<file path="src/rtl/evc_pkg.sv">
package evc_pkg;

    typedef enum logic [1:0] {
        ROLE_NORMAL = 2'd0,
        ROLE_SOURCE = 2'd1,
        ROLE_BYPASS = 2'd2,
        ROLE_SINK   = 2'd3
    } evc_role_e;

    typedef enum logic [1:0] {
        PATH_NONE     = 2'd0,
        PATH_BUFFERED = 2'd1,
        PATH_BYPASS   = 2'd2
    } evc_path_e;

    // head-of-line cycles spent before a buffered flit may request the switch
    localparam int unsigned ALLOC_STAGES = 3;

endpackage

</file>
<file path="src/rtl/evc_credit_bank.sv">
module evc_credit_bank #(
    parameter int VC_N    = 4,
    parameter int CREDITS = 3,
    localparam int VC_W   = (VC_N > 1) ? $clog2(VC_N) : 1,
    localparam int CNT_W  = $clog2(CREDITS + 1)
) (
    input  logic            clk,
    input  logic            rst_n,
    input  logic            take_valid,
    input  logic [VC_W-1:0] take_vc,
    input  logic            ret_valid,
    input  logic [VC_W-1:0] ret_vc,
    output logic [VC_N-1:0] credit_ok
);

    for (genvar g = 0; g < VC_N; g++) begin : g_lane
        logic [CNT_W-1:0] cnt_d, cnt_q;
        logic             dec, inc;

        always_comb begin
            dec   = take_valid && (take_vc == VC_W'(g));
            inc   = ret_valid && (ret_vc == VC_W'(g));
            cnt_d = cnt_q;
            if (inc && !dec && (cnt_q != CNT_W'(CREDITS))) begin
                cnt_d = cnt_q + 1'b1;
            end else if (dec && !inc && (cnt_q != '0)) begin
                cnt_d = cnt_q - 1'b1;
            end
        end

        always_ff @(posedge clk) begin
            if (!rst_n) begin
                cnt_q <= CNT_W'(CREDITS);
            end else begin
                cnt_q <= cnt_d;
            end
        end

        assign credit_ok[g] = (cnt_q != '0);
    end

endmodule

</file>
<file path="src/rtl/evc_input_buf.sv">
module evc_input_buf #(
    parameter int VC_W    = 2,
    parameter int PORT_W  = 3,
    parameter int DATA_W  = 32,
    parameter int DEPTH   = 4,
    parameter int AGE_MAX = 3,
    localparam int PTR_W  = $clog2(DEPTH),
    localparam int CNT_W  = $clog2(DEPTH + 1),
    localparam int AGE_W  = $clog2(AGE_MAX + 1)
) (
    input  logic              clk,
    input  logic              rst_n,
    input  logic              push,
    input  logic [VC_W-1:0]   push_vc,
    input  logic [PORT_W-1:0] push_port,
    input  logic [DATA_W-1:0] push_data,
    input  logic              push_gated,
    input  logic              pop,
    output logic              head_ready,
    output logic [VC_W-1:0]   head_vc,
    output logic [PORT_W-1:0] head_port,
    output logic [DATA_W-1:0] head_data,
    output logic              head_gated,
    output logic              full
);

    typedef struct packed {
        logic [VC_W-1:0]   vc;
        logic [PORT_W-1:0] port;
        logic [DATA_W-1:0] data;
        logic              gated;
    } entry_t;

    typedef struct packed {
        entry_t [DEPTH-1:0]            mem;
        logic   [DEPTH-1:0][AGE_W-1:0] age;
        logic   [PTR_W-1:0]            rd;
        logic   [PTR_W-1:0]            wr;
        logic   [CNT_W-1:0]            cnt;
    } state_t;

    state_t st_d, st_q;

    always_comb begin
        st_d = st_q;
        // every slot ages by one per cycle, saturating at the allocation depth
        for (int i = 0; i < DEPTH; i++) begin
            if (st_q.age[i] < AGE_W'(AGE_MAX)) begin
                st_d.age[i] = st_q.age[i] + 1'b1;
            end
        end
        if (pop) begin
            st_d.rd = st_q.rd + 1'b1;
        end
        if (push) begin
            st_d.mem[st_q.wr].vc    = push_vc;
            st_d.mem[st_q.wr].port  = push_port;
            st_d.mem[st_q.wr].data  = push_data;
            st_d.mem[st_q.wr].gated = push_gated;
            st_d.age[st_q.wr]       = AGE_W'(1);
            st_d.wr                 = st_q.wr + 1'b1;
        end
        st_d.cnt = st_q.cnt + CNT_W'(push) - CNT_W'(pop);
    end

    always_ff @(posedge clk) begin
        if (!rst_n) begin
            st_q <= '0;
        end else begin
            st_q <= st_d;
        end
    end

    assign head_ready = (st_q.cnt != '0) && (st_q.age[st_q.rd] >= AGE_W'(AGE_MAX));
    assign head_vc    = st_q.mem[st_q.rd].vc;
    assign head_port  = st_q.mem[st_q.rd].port;
    assign head_data  = st_q.mem[st_q.rd].data;
    assign head_gated = st_q.mem[st_q.rd].gated;
    assign full       = (st_q.cnt == CNT_W'(DEPTH));

endmodule

</file>
<file path="src/rtl/evc_path_sel.sv">
module evc_path_sel
    import evc_pkg::*;
#(
    parameter int VC_N  = 4,
    localparam int VC_W = (VC_N > 1) ? $clog2(VC_N) : 1
) (
    input  logic            in_valid,
    input  logic            in_express,
    input  logic [1:0]      in_role,
    input  logic            head_ready,
    input  logic            head_gated,
    input  logic [VC_W-1:0] head_vc,
    input  logic [VC_N-1:0] credit_ok,
    input  logic            sa_gnt,
    output logic            take_bypass,
    output logic            take_buffer,
    output logic            sa_req,
    output logic            launch,
    output logic            consume
);

    logic head_has_credit;

    always_comb begin
        head_has_credit = !head_gated || credit_ok[head_vc];
        take_bypass     = in_valid && in_express && (in_role == ROLE_BYPASS);
        take_buffer     = in_valid && !take_bypass;
        // a bypassing flit owns the crossbar slot of this input this cycle
        sa_req          = head_ready && head_has_credit && !take_bypass;
        launch          = sa_req && sa_gnt;
        consume         = launch && head_gated;
    end

endmodule

</file>
<file path="src/rtl/evc_bypass_ctrl.sv">
module evc_bypass_ctrl
    import evc_pkg::*;
#(
    parameter int NUM_VC    = 4,
    parameter int NUM_PORT  = 5,
    parameter int DATA_W    = 32,
    parameter int BUF_DEPTH = 4,
    parameter int CREDITS   = 3,
    localparam int VC_W     = (NUM_VC > 1) ? $clog2(NUM_VC) : 1,
    localparam int PORT_W   = (NUM_PORT > 1) ? $clog2(NUM_PORT) : 1
) (
    input  logic                clk,
    input  logic                rst_n,
    input  logic                flit_valid,
    input  logic                flit_express,
    input  logic [1:0]          flit_role,
    input  logic [VC_W-1:0]     flit_vc,
    input  logic [PORT_W-1:0]   flit_port,
    input  logic [DATA_W-1:0]   flit_data,
    input  logic                sa_gnt,
    output logic                sa_req,
    input  logic                cred_ret_valid,
    input  logic [VC_W-1:0]     cred_ret_vc,
    output logic                xbar_valid,
    output logic [NUM_PORT-1:0] xbar_req,
    output logic                xbar_bypass,
    output logic [VC_W-1:0]     xbar_vc,
    output logic [DATA_W-1:0]   xbar_data,
    output logic [1:0]          path_code
);

    typedef struct packed {
        logic                valid;
        logic                bypass;
        logic [NUM_PORT-1:0] req;
        logic [VC_W-1:0]     vc;
        logic [DATA_W-1:0]   data;
        logic [1:0]          path;
    } out_t;

    out_t out_d, out_q;

    logic              take_bypass, take_buffer, launch, consume;
    logic              head_ready, head_gated, buf_full;
    logic [VC_W-1:0]   head_vc;
    logic [PORT_W-1:0] head_port;
    logic [DATA_W-1:0] head_data;
    logic [NUM_VC-1:0] credit_ok;
    logic              push_gated;

    assign push_gated = flit_express && (flit_role == ROLE_SOURCE);

    evc_path_sel #(.VC_N(NUM_VC)) u_sel (
        .in_valid   (flit_valid),
        .in_express (flit_express),
        .in_role    (flit_role),
        .head_ready (head_ready),
        .head_gated (head_gated),
        .head_vc    (head_vc),
        .credit_ok  (credit_ok),
        .sa_gnt     (sa_gnt),
        .take_bypass(take_bypass),
        .take_buffer(take_buffer),
        .sa_req     (sa_req),
        .launch     (launch),
        .consume    (consume)
    );

    evc_input_buf #(
        .VC_W   (VC_W),
        .PORT_W (PORT_W),
        .DATA_W (DATA_W),
        .DEPTH  (BUF_DEPTH),
        .AGE_MAX(int'(ALLOC_STAGES))
    ) u_buf (
        .clk       (clk),
        .rst_n     (rst_n),
        .push      (take_buffer),
        .push_vc   (flit_vc),
        .push_port (flit_port),
        .push_data (flit_data),
        .push_gated(push_gated),
        .pop       (launch),
        .head_ready(head_ready),
        .head_vc   (head_vc),
        .head_port (head_port),
        .head_data (head_data),
        .head_gated(head_gated),
        .full      (buf_full)
    );

    evc_credit_bank #(
        .VC_N   (NUM_VC),
        .CREDITS(CREDITS)
    ) u_cred (
        .clk       (clk),
        .rst_n     (rst_n),
        .take_valid(consume),
        .take_vc   (head_vc),
        .ret_valid (cred_ret_valid),
        .ret_vc    (cred_ret_vc),
        .credit_ok (credit_ok)
    );

    always_comb begin
        out_d = '0;
        if (take_bypass) begin
            out_d.valid  = 1'b1;
            out_d.bypass = 1'b1;
            out_d.req    = NUM_PORT'(1) << flit_port;
            out_d.vc     = flit_vc;
            out_d.data   = flit_data;
        end else if (launch) begin
            out_d.valid  = 1'b1;
            out_d.req    = NUM_PORT'(1) << head_port;
            out_d.vc     = head_vc;
            out_d.data   = head_data;
        end
        if (take_bypass) begin
            out_d.path = PATH_BYPASS;
        end else if (take_buffer) begin
            out_d.path = PATH_BUFFERED;
        end else begin
            out_d.path = PATH_NONE;
        end
    end

    always_ff @(posedge clk) begin
        if (!rst_n) begin
            out_q <= '0;
        end else begin
            out_q <= out_d;
        end
    end

    assign xbar_valid  = out_q.valid;
    assign xbar_req    = out_q.req;
    assign xbar_bypass = out_q.bypass;
    assign xbar_vc     = out_q.vc;
    assign xbar_data   = out_q.data;
    assign path_code   = out_q.path;

endmodule

</file>
<file path="config.mk">
export PLATFORM = sky130hd
export DESIGN_NAME = evc_bypass_ctrl
export DESIGN_NICKNAME = d
export VERILOG_FILES = /design/src/rtl/evc_pkg.sv /design/src/rtl/evc_credit_bank.sv /design/src/rtl/evc_input_buf.sv /design/src/rtl/evc_path_sel.sv /design/src/rtl/evc_bypass_ctrl.sv
export SDC_FILE = /design/constraint.sdc
export NUM_CORES = 1
export LEC_CHECK = 0
export BUFFER_PORTS_ARGS = -buffer_cell sky130_fd_sc_hd__buf_2
export CORE_MARGIN = 2
export CORE_UTILIZATION = 40
export CTS_BUF_LIST = sky130_fd_sc_hd__clkbuf_2 sky130_fd_sc_hd__clkbuf_4 sky130_fd_sc_hd__clkbuf_8
export DETAILED_ROUTE_END_ITERATION = 6
export GPL_ROUTABILITY_DRIVEN = 0
export HOLD_SLACK_MARGIN = 0.03
export SYNTH_ARGS = -nofsm -noshare
export SYNTH_HDL_FRONTEND = slang
export SYNTH_SLANG_ARGS = --single-unit
</file>
<file path="constraint.sdc">
create_clock -name clk -period 4.1 [get_ports clk]
set_input_delay 0 -clock clk [delete_from_list [all_inputs] [get_ports clk]]
set_output_delay 0 -clock clk [all_outputs]
set_load 0.01 [all_outputs]
</file>
# Yosys cells after proc, flatten, opt, wreduce, memory -nomap -nowiden
# Index checks and enable logic that the tools add are counted.
# W data, S select, Z words.
# op_classes
n_reduce_logical,57
add_sub_neg,16
eq_ne,12
n_bitwise,4
n_mux,40
order_cmp,9
n_shift,2
# ops
operator,count
$bwmux W152,4
$demux W38 S2,4
$mux W39,2
$bmux W38 S2,1
$mux W38,2
$mux W36,1
$logic_and A1 B1 Y1,34
$mux W33,1
$mux W2,15
$add A2 B1 Y2 const B,10
$reduce_bool A2 Y1,8
$eq A2 B2 Y1 const B,5
$logic_not A1 Y1,10
$shl A1 B3 Y5 const A,2
$lt A2 B3 Y1 const B,3
$lt A2 B2 Y1 const B,4
$mux W8,1
$ne A2 B2 Y1 const B,4
$sub A2 B1 Y2 const B,4
$eq A2 B1 Y1 const B,3
$mux W1,6
$and A4 B4 Y4,1
$bmux W2 S2,1
$demux W2 S2,1
other kinds (12),13
# word_totals
register_bits,218
out_inout_bits,44
in_bits,47

# Depth between registers and ports, before layout
# depth
word_depth,14
depth_mapped,13
depth_no_buf,12

# Hierarchy
# From an unflattened synthesis, not the netlist that was laid out.
# hier_totals
hier_cells,969
hier_area_um2,9377.7
# modules_own_cells
module,seq_area_each_um2,n_inst,area_each_um2,cells_each
evc_input_buf,3343.2,1,7318.3,783
evc_bypass_ctrl,840.8,1,1385.1,105
evc_credit_bank,160.2,1,591.8,72
evc_path_sel,0.0,1,82.6,9

# Worst setup path before layout
# Ideal clock, no wire load.
# synth_timing
path_type,register -> register
from,reg u_buf.st_q[5] (netlist bit)
to,reg u_buf.st_q[2] (netlist bit)
t_arrival_ps,2738
setup_ps,128
slack_ps,1234
t_required_ps,3972
stages_incl_launch_ff,14
synth_period_minus_slack_ps,2866
path_cell_list,dfxtp_1 buf_6 mux4_2 mux2i_1 o22ai_2 nor3_2 ha_1 inv_1 ha_1 inv_1 fa_1 xor2_1 xnor2_1 nor2_1
# synth_via
elab_chain_len,9
# synth_rtl
item,line_no,text
"start, declared",evc_input_buf.sv:42,"state_t st_d, st_q;"
"start signal, assigned",evc_input_buf.sv:70,st_q <= st_d;
$bmux W38 S2,"evc_input_buf.sv:75, evc_input_buf.sv:78",
$mux W38 (implied by the code),evc_input_buf.sv:75,assign head_vc = st_q.mem[st_q.rd].vc;
$bmux W1 S2,evc_path_sel.sv:25,head_has_credit = !head_gated || credit_ok[head_vc];
$mux W1 (implied by the code),evc_path_sel.sv:25,
$logic_or A1 B1 Y1,evc_path_sel.sv:25,
$logic_and A1 B1 Y1 (*) (2 in series),evc_path_sel.sv:29,sa_req = head_ready && head_has_credit && !take_bypass;
$logic_and A1 B1 Y1 (*),evc_path_sel.sv:30,launch = sa_req && sa_gnt;
via launch,evc_bypass_ctrl.sv:43,"logic take_bypass, take_buffer, launch, consume;"
$sub A3 B1 Y3 (*),evc_input_buf.sv:63,st_d.cnt = st_q.cnt + CNT_W'(push) - CNT_W'(pop);
# The timed path passes the listed nets; every way through them passes the cells marked *. The select of a mux whose other input is x is not followed.
# A chain may end at the register's enable or synchronous reset.

# Worst setup path after layout
# Ends and elaborated chain as after synthesis.

==> out/metrics.yaml <==
cp_cell_sequence: "mux4_2 > mux2i_1 > o22ai_2 > nor3_2 > ha_1 > inv_1 > ha_1 > inv_1 > fa_1 > xor2_1 > xnor2_1 > nor2_1"
crit_slowest_cell: "mux4_2"
globalRouteMet3Util: 0.0367
grt_max_degree: 102
r2r_slack_ps: 820
clk_pin_slew_ps: 60
drive_above_1_share: 0.196
dieArea_um2: 22900
finalHoldViolCount: 0
cts_sinks: 217
core_area_um2: 21200
cts_buffers: 38
antenna_cells: 0
overflow: 0
utilization: 0.503
ys_seq_area_frac: 0.501
drc: 0
post_cts_buffers: 0
worst_slack_ps: 821
wl_per_cell_um: 15.9
via_per_inst: 5.12
critPathLaunchType: "flip-flop"
grt_pass1_vias: 6786
critical_path_class: "reg2reg"
clock.fmax_mhz: 305
avgSynthCellArea_um2: 8.87
detailed_place_hpwl_mm: 12.3
syn_nets: 1032
drv_slew: 0
grt_busiest_layer: "met2"
synthesis.area_um2: 8680
hp-class: "in2reg"
ant_nets: 0
synth_flop_cell: "dfxtp_1"
pre_cts_slack_ps: 809
slew_headroom: 0.267
end_kind: "flip-flop"
worst_clock_skew_ps: 28.6
leakagePower_nw: 3.97
synth-seq-cells: 217
stdcell_count: 1400
design_area_um2: 10600
setup_viol: 0
status: "complete, no violations"
final_nets: 1152
cts_root_buffer: "clkbuf_8"
clockBufferDepth: 3
maxCapViolCount: 0
grt_pass1_wl_mm: 35.7
period_needed_ps: 3280
antenna_found_initial: 0
routed_wl_mm: 22.3
htreeDepth: 2
finalSetupTns_ps: 0
synthArstFlopShare: 0
arrival_ps: 3660
vias: 7165
grt_util_met2: 0.323
start_util: 0.410
cp.required_ps: 4480
die_w_um: 151
irDropWorstVdd_uv: 240
cts_tree: "yes"
die_y_um: 151
port_buffers: 90
synth_cell_types: 45
crit_fanout: 19
row_count: 53
tightest_slew_ps: 1100
grt_setup_unrepaired: "no"
postSynthCellCount: 978
clk_latency_ps: 540
critical_path.max_stage_delay_ps: 660
min_period_over_period: 0.800
hold_buffers: 52
synth-edff-count: 0
io-pin-count: 91
dp.cells: 1281
ys_warn_count: 0
grt_use_met1: 0.265
grt_usage: 0.198
pwr_density_cell_nw_per_um2: 450
holdWs_ps: 287
placed_area_um2: 9280
power.total_mw: 4.79
drtIter0Drc: 374
drtPass1Iterations: 4
syn2layout_area_growth_pct: 22.5
cts_resized: 0
## final cells by class
type                            count  area [um^2]
Fill cell                        1948        10500
Tap cell                          275          344
Sequential cell                   217         4350
Multi-Input combinational cell    676         4000
Timing Repair Buffer              150         1040
Clock buffer                       59          737
Clock inverter                      8          101
Inverter                           15         58.8
## power by group
part           switching, mW  leakage [nW]  internal (mW)
sequential            0.0425          1.76           2.19
combinational          0.238          1.77          0.159
clock                  0.885         0.439           1.27
## per-layer routing
metal  share of wire  routed length (um)  vias to the layer above
li1                -                   -                     3567
met1            0.45               10000                     3381
met2            0.48               10600                      181
met3           0.052                1170                       36
met4           0.022                 486                        0
met5               0                   0                        -
## registers in the layout (all words and copies together) (netlist names)
register	flops
xbar_req	5
xbar_data	32
u_cred.g_lane.cnt_q	8
u_buf.st_q	167
path_code	1
xbar_bypass	1
xbar_vc	2
xbar_valid	1
## cell usage in the layout, fill, tap and decap left out, types with 3 or more instances in the layout
master	count
mux4_2	39
a22o_1	34
dlygate4sd3_1	52
nand3_1	9
nor3_1	5
clkbuf_4	12
nand4b_1	3
clkinv_2	3
dfxtp_1	215
mux2i_1	5
inv_1	14
nand3b_1	6
nor2_1	27
nand2_1	321
ha_1	6
nand2b_1	3
nand2_2	4
xnor2_1	4
clkbuf_8	47
and3_2	4
buf_2	90
buf_4	7
o21ai_0	13
or3_1	3
a21oi_1	158
a31oi_1	4
## cells in the mapped netlist, types with 3 or more instances
library cell  number  area share
nand2_1          325        0.14
dfxtp_1          217        0.50
a21oi_1          158       0.091
clkbuf_1          58       0.025
mux4_2            39        0.10
a22o_1            34       0.034
nor2_1            28       0.012
inv_1             14      0.0061
o21ai_0           13      0.0075
nand3_1            9      0.0052
and3_1             6      0.0043
ha_1               6      0.0086
nand3b_1           6      0.0052
buf_1              5      0.0022
mux2i_1            5      0.0058
nor3_1             5      0.0029
a31oi_1            4      0.0029
buf_6              4      0.0052
xnor2_1            4      0.0040
nand2b_1           3      0.0022
nand4b_1           3      0.0030
or3_1              3      0.0022
## critical path, delay by kind of cell (launching register included)
kind | cells | cell delay [ps]
AO/OA/AOI/OAI | 1 | 160
XOR/XNOR | 2 | 320
adder cells (fa/ha/maj) | 3 | 800
buffers and inverters | 2 | 100
flip-flops | 1 | 590
multiplexers | 2 | 870
AND/OR/NAND/NOR | 2 | 290
## worst paths after layout
| path | cells after the start | start | endpoint |
|---|---|---|---|
| worst min register to register | 2 | u_buf.st_q[157] | u_buf.st_q[157] |
| worst max register to register | 12 | u_buf.st_q[5] | u_buf.st_q[2] |
| worst min-delay path | 3 | flit_data[22] | xbar_data[22] |
| worst max-delay path | 12 | u_buf.st_q[5] | u_buf.st_q[2] |
## cell families (layout without fill, tap and decap cells)
logic type | Yosys count | after routing | share of synthesized area
adders and majority gates | 7 | 7 | 0.0110
DFF | 217 | 217 | 0.501
xor gates and xnor gates | 5 | 5 | 0.00505
buffers and inverters | 85 | 232 | 0.0409
AOI/OAI and AO/OA | 218 | 218 | 0.144
and+or+nand+nor | 402 | 402 | 0.191
muxes | 44 | 44 | 0.107
Note: power is estimated with default switching activity, not from simulation.
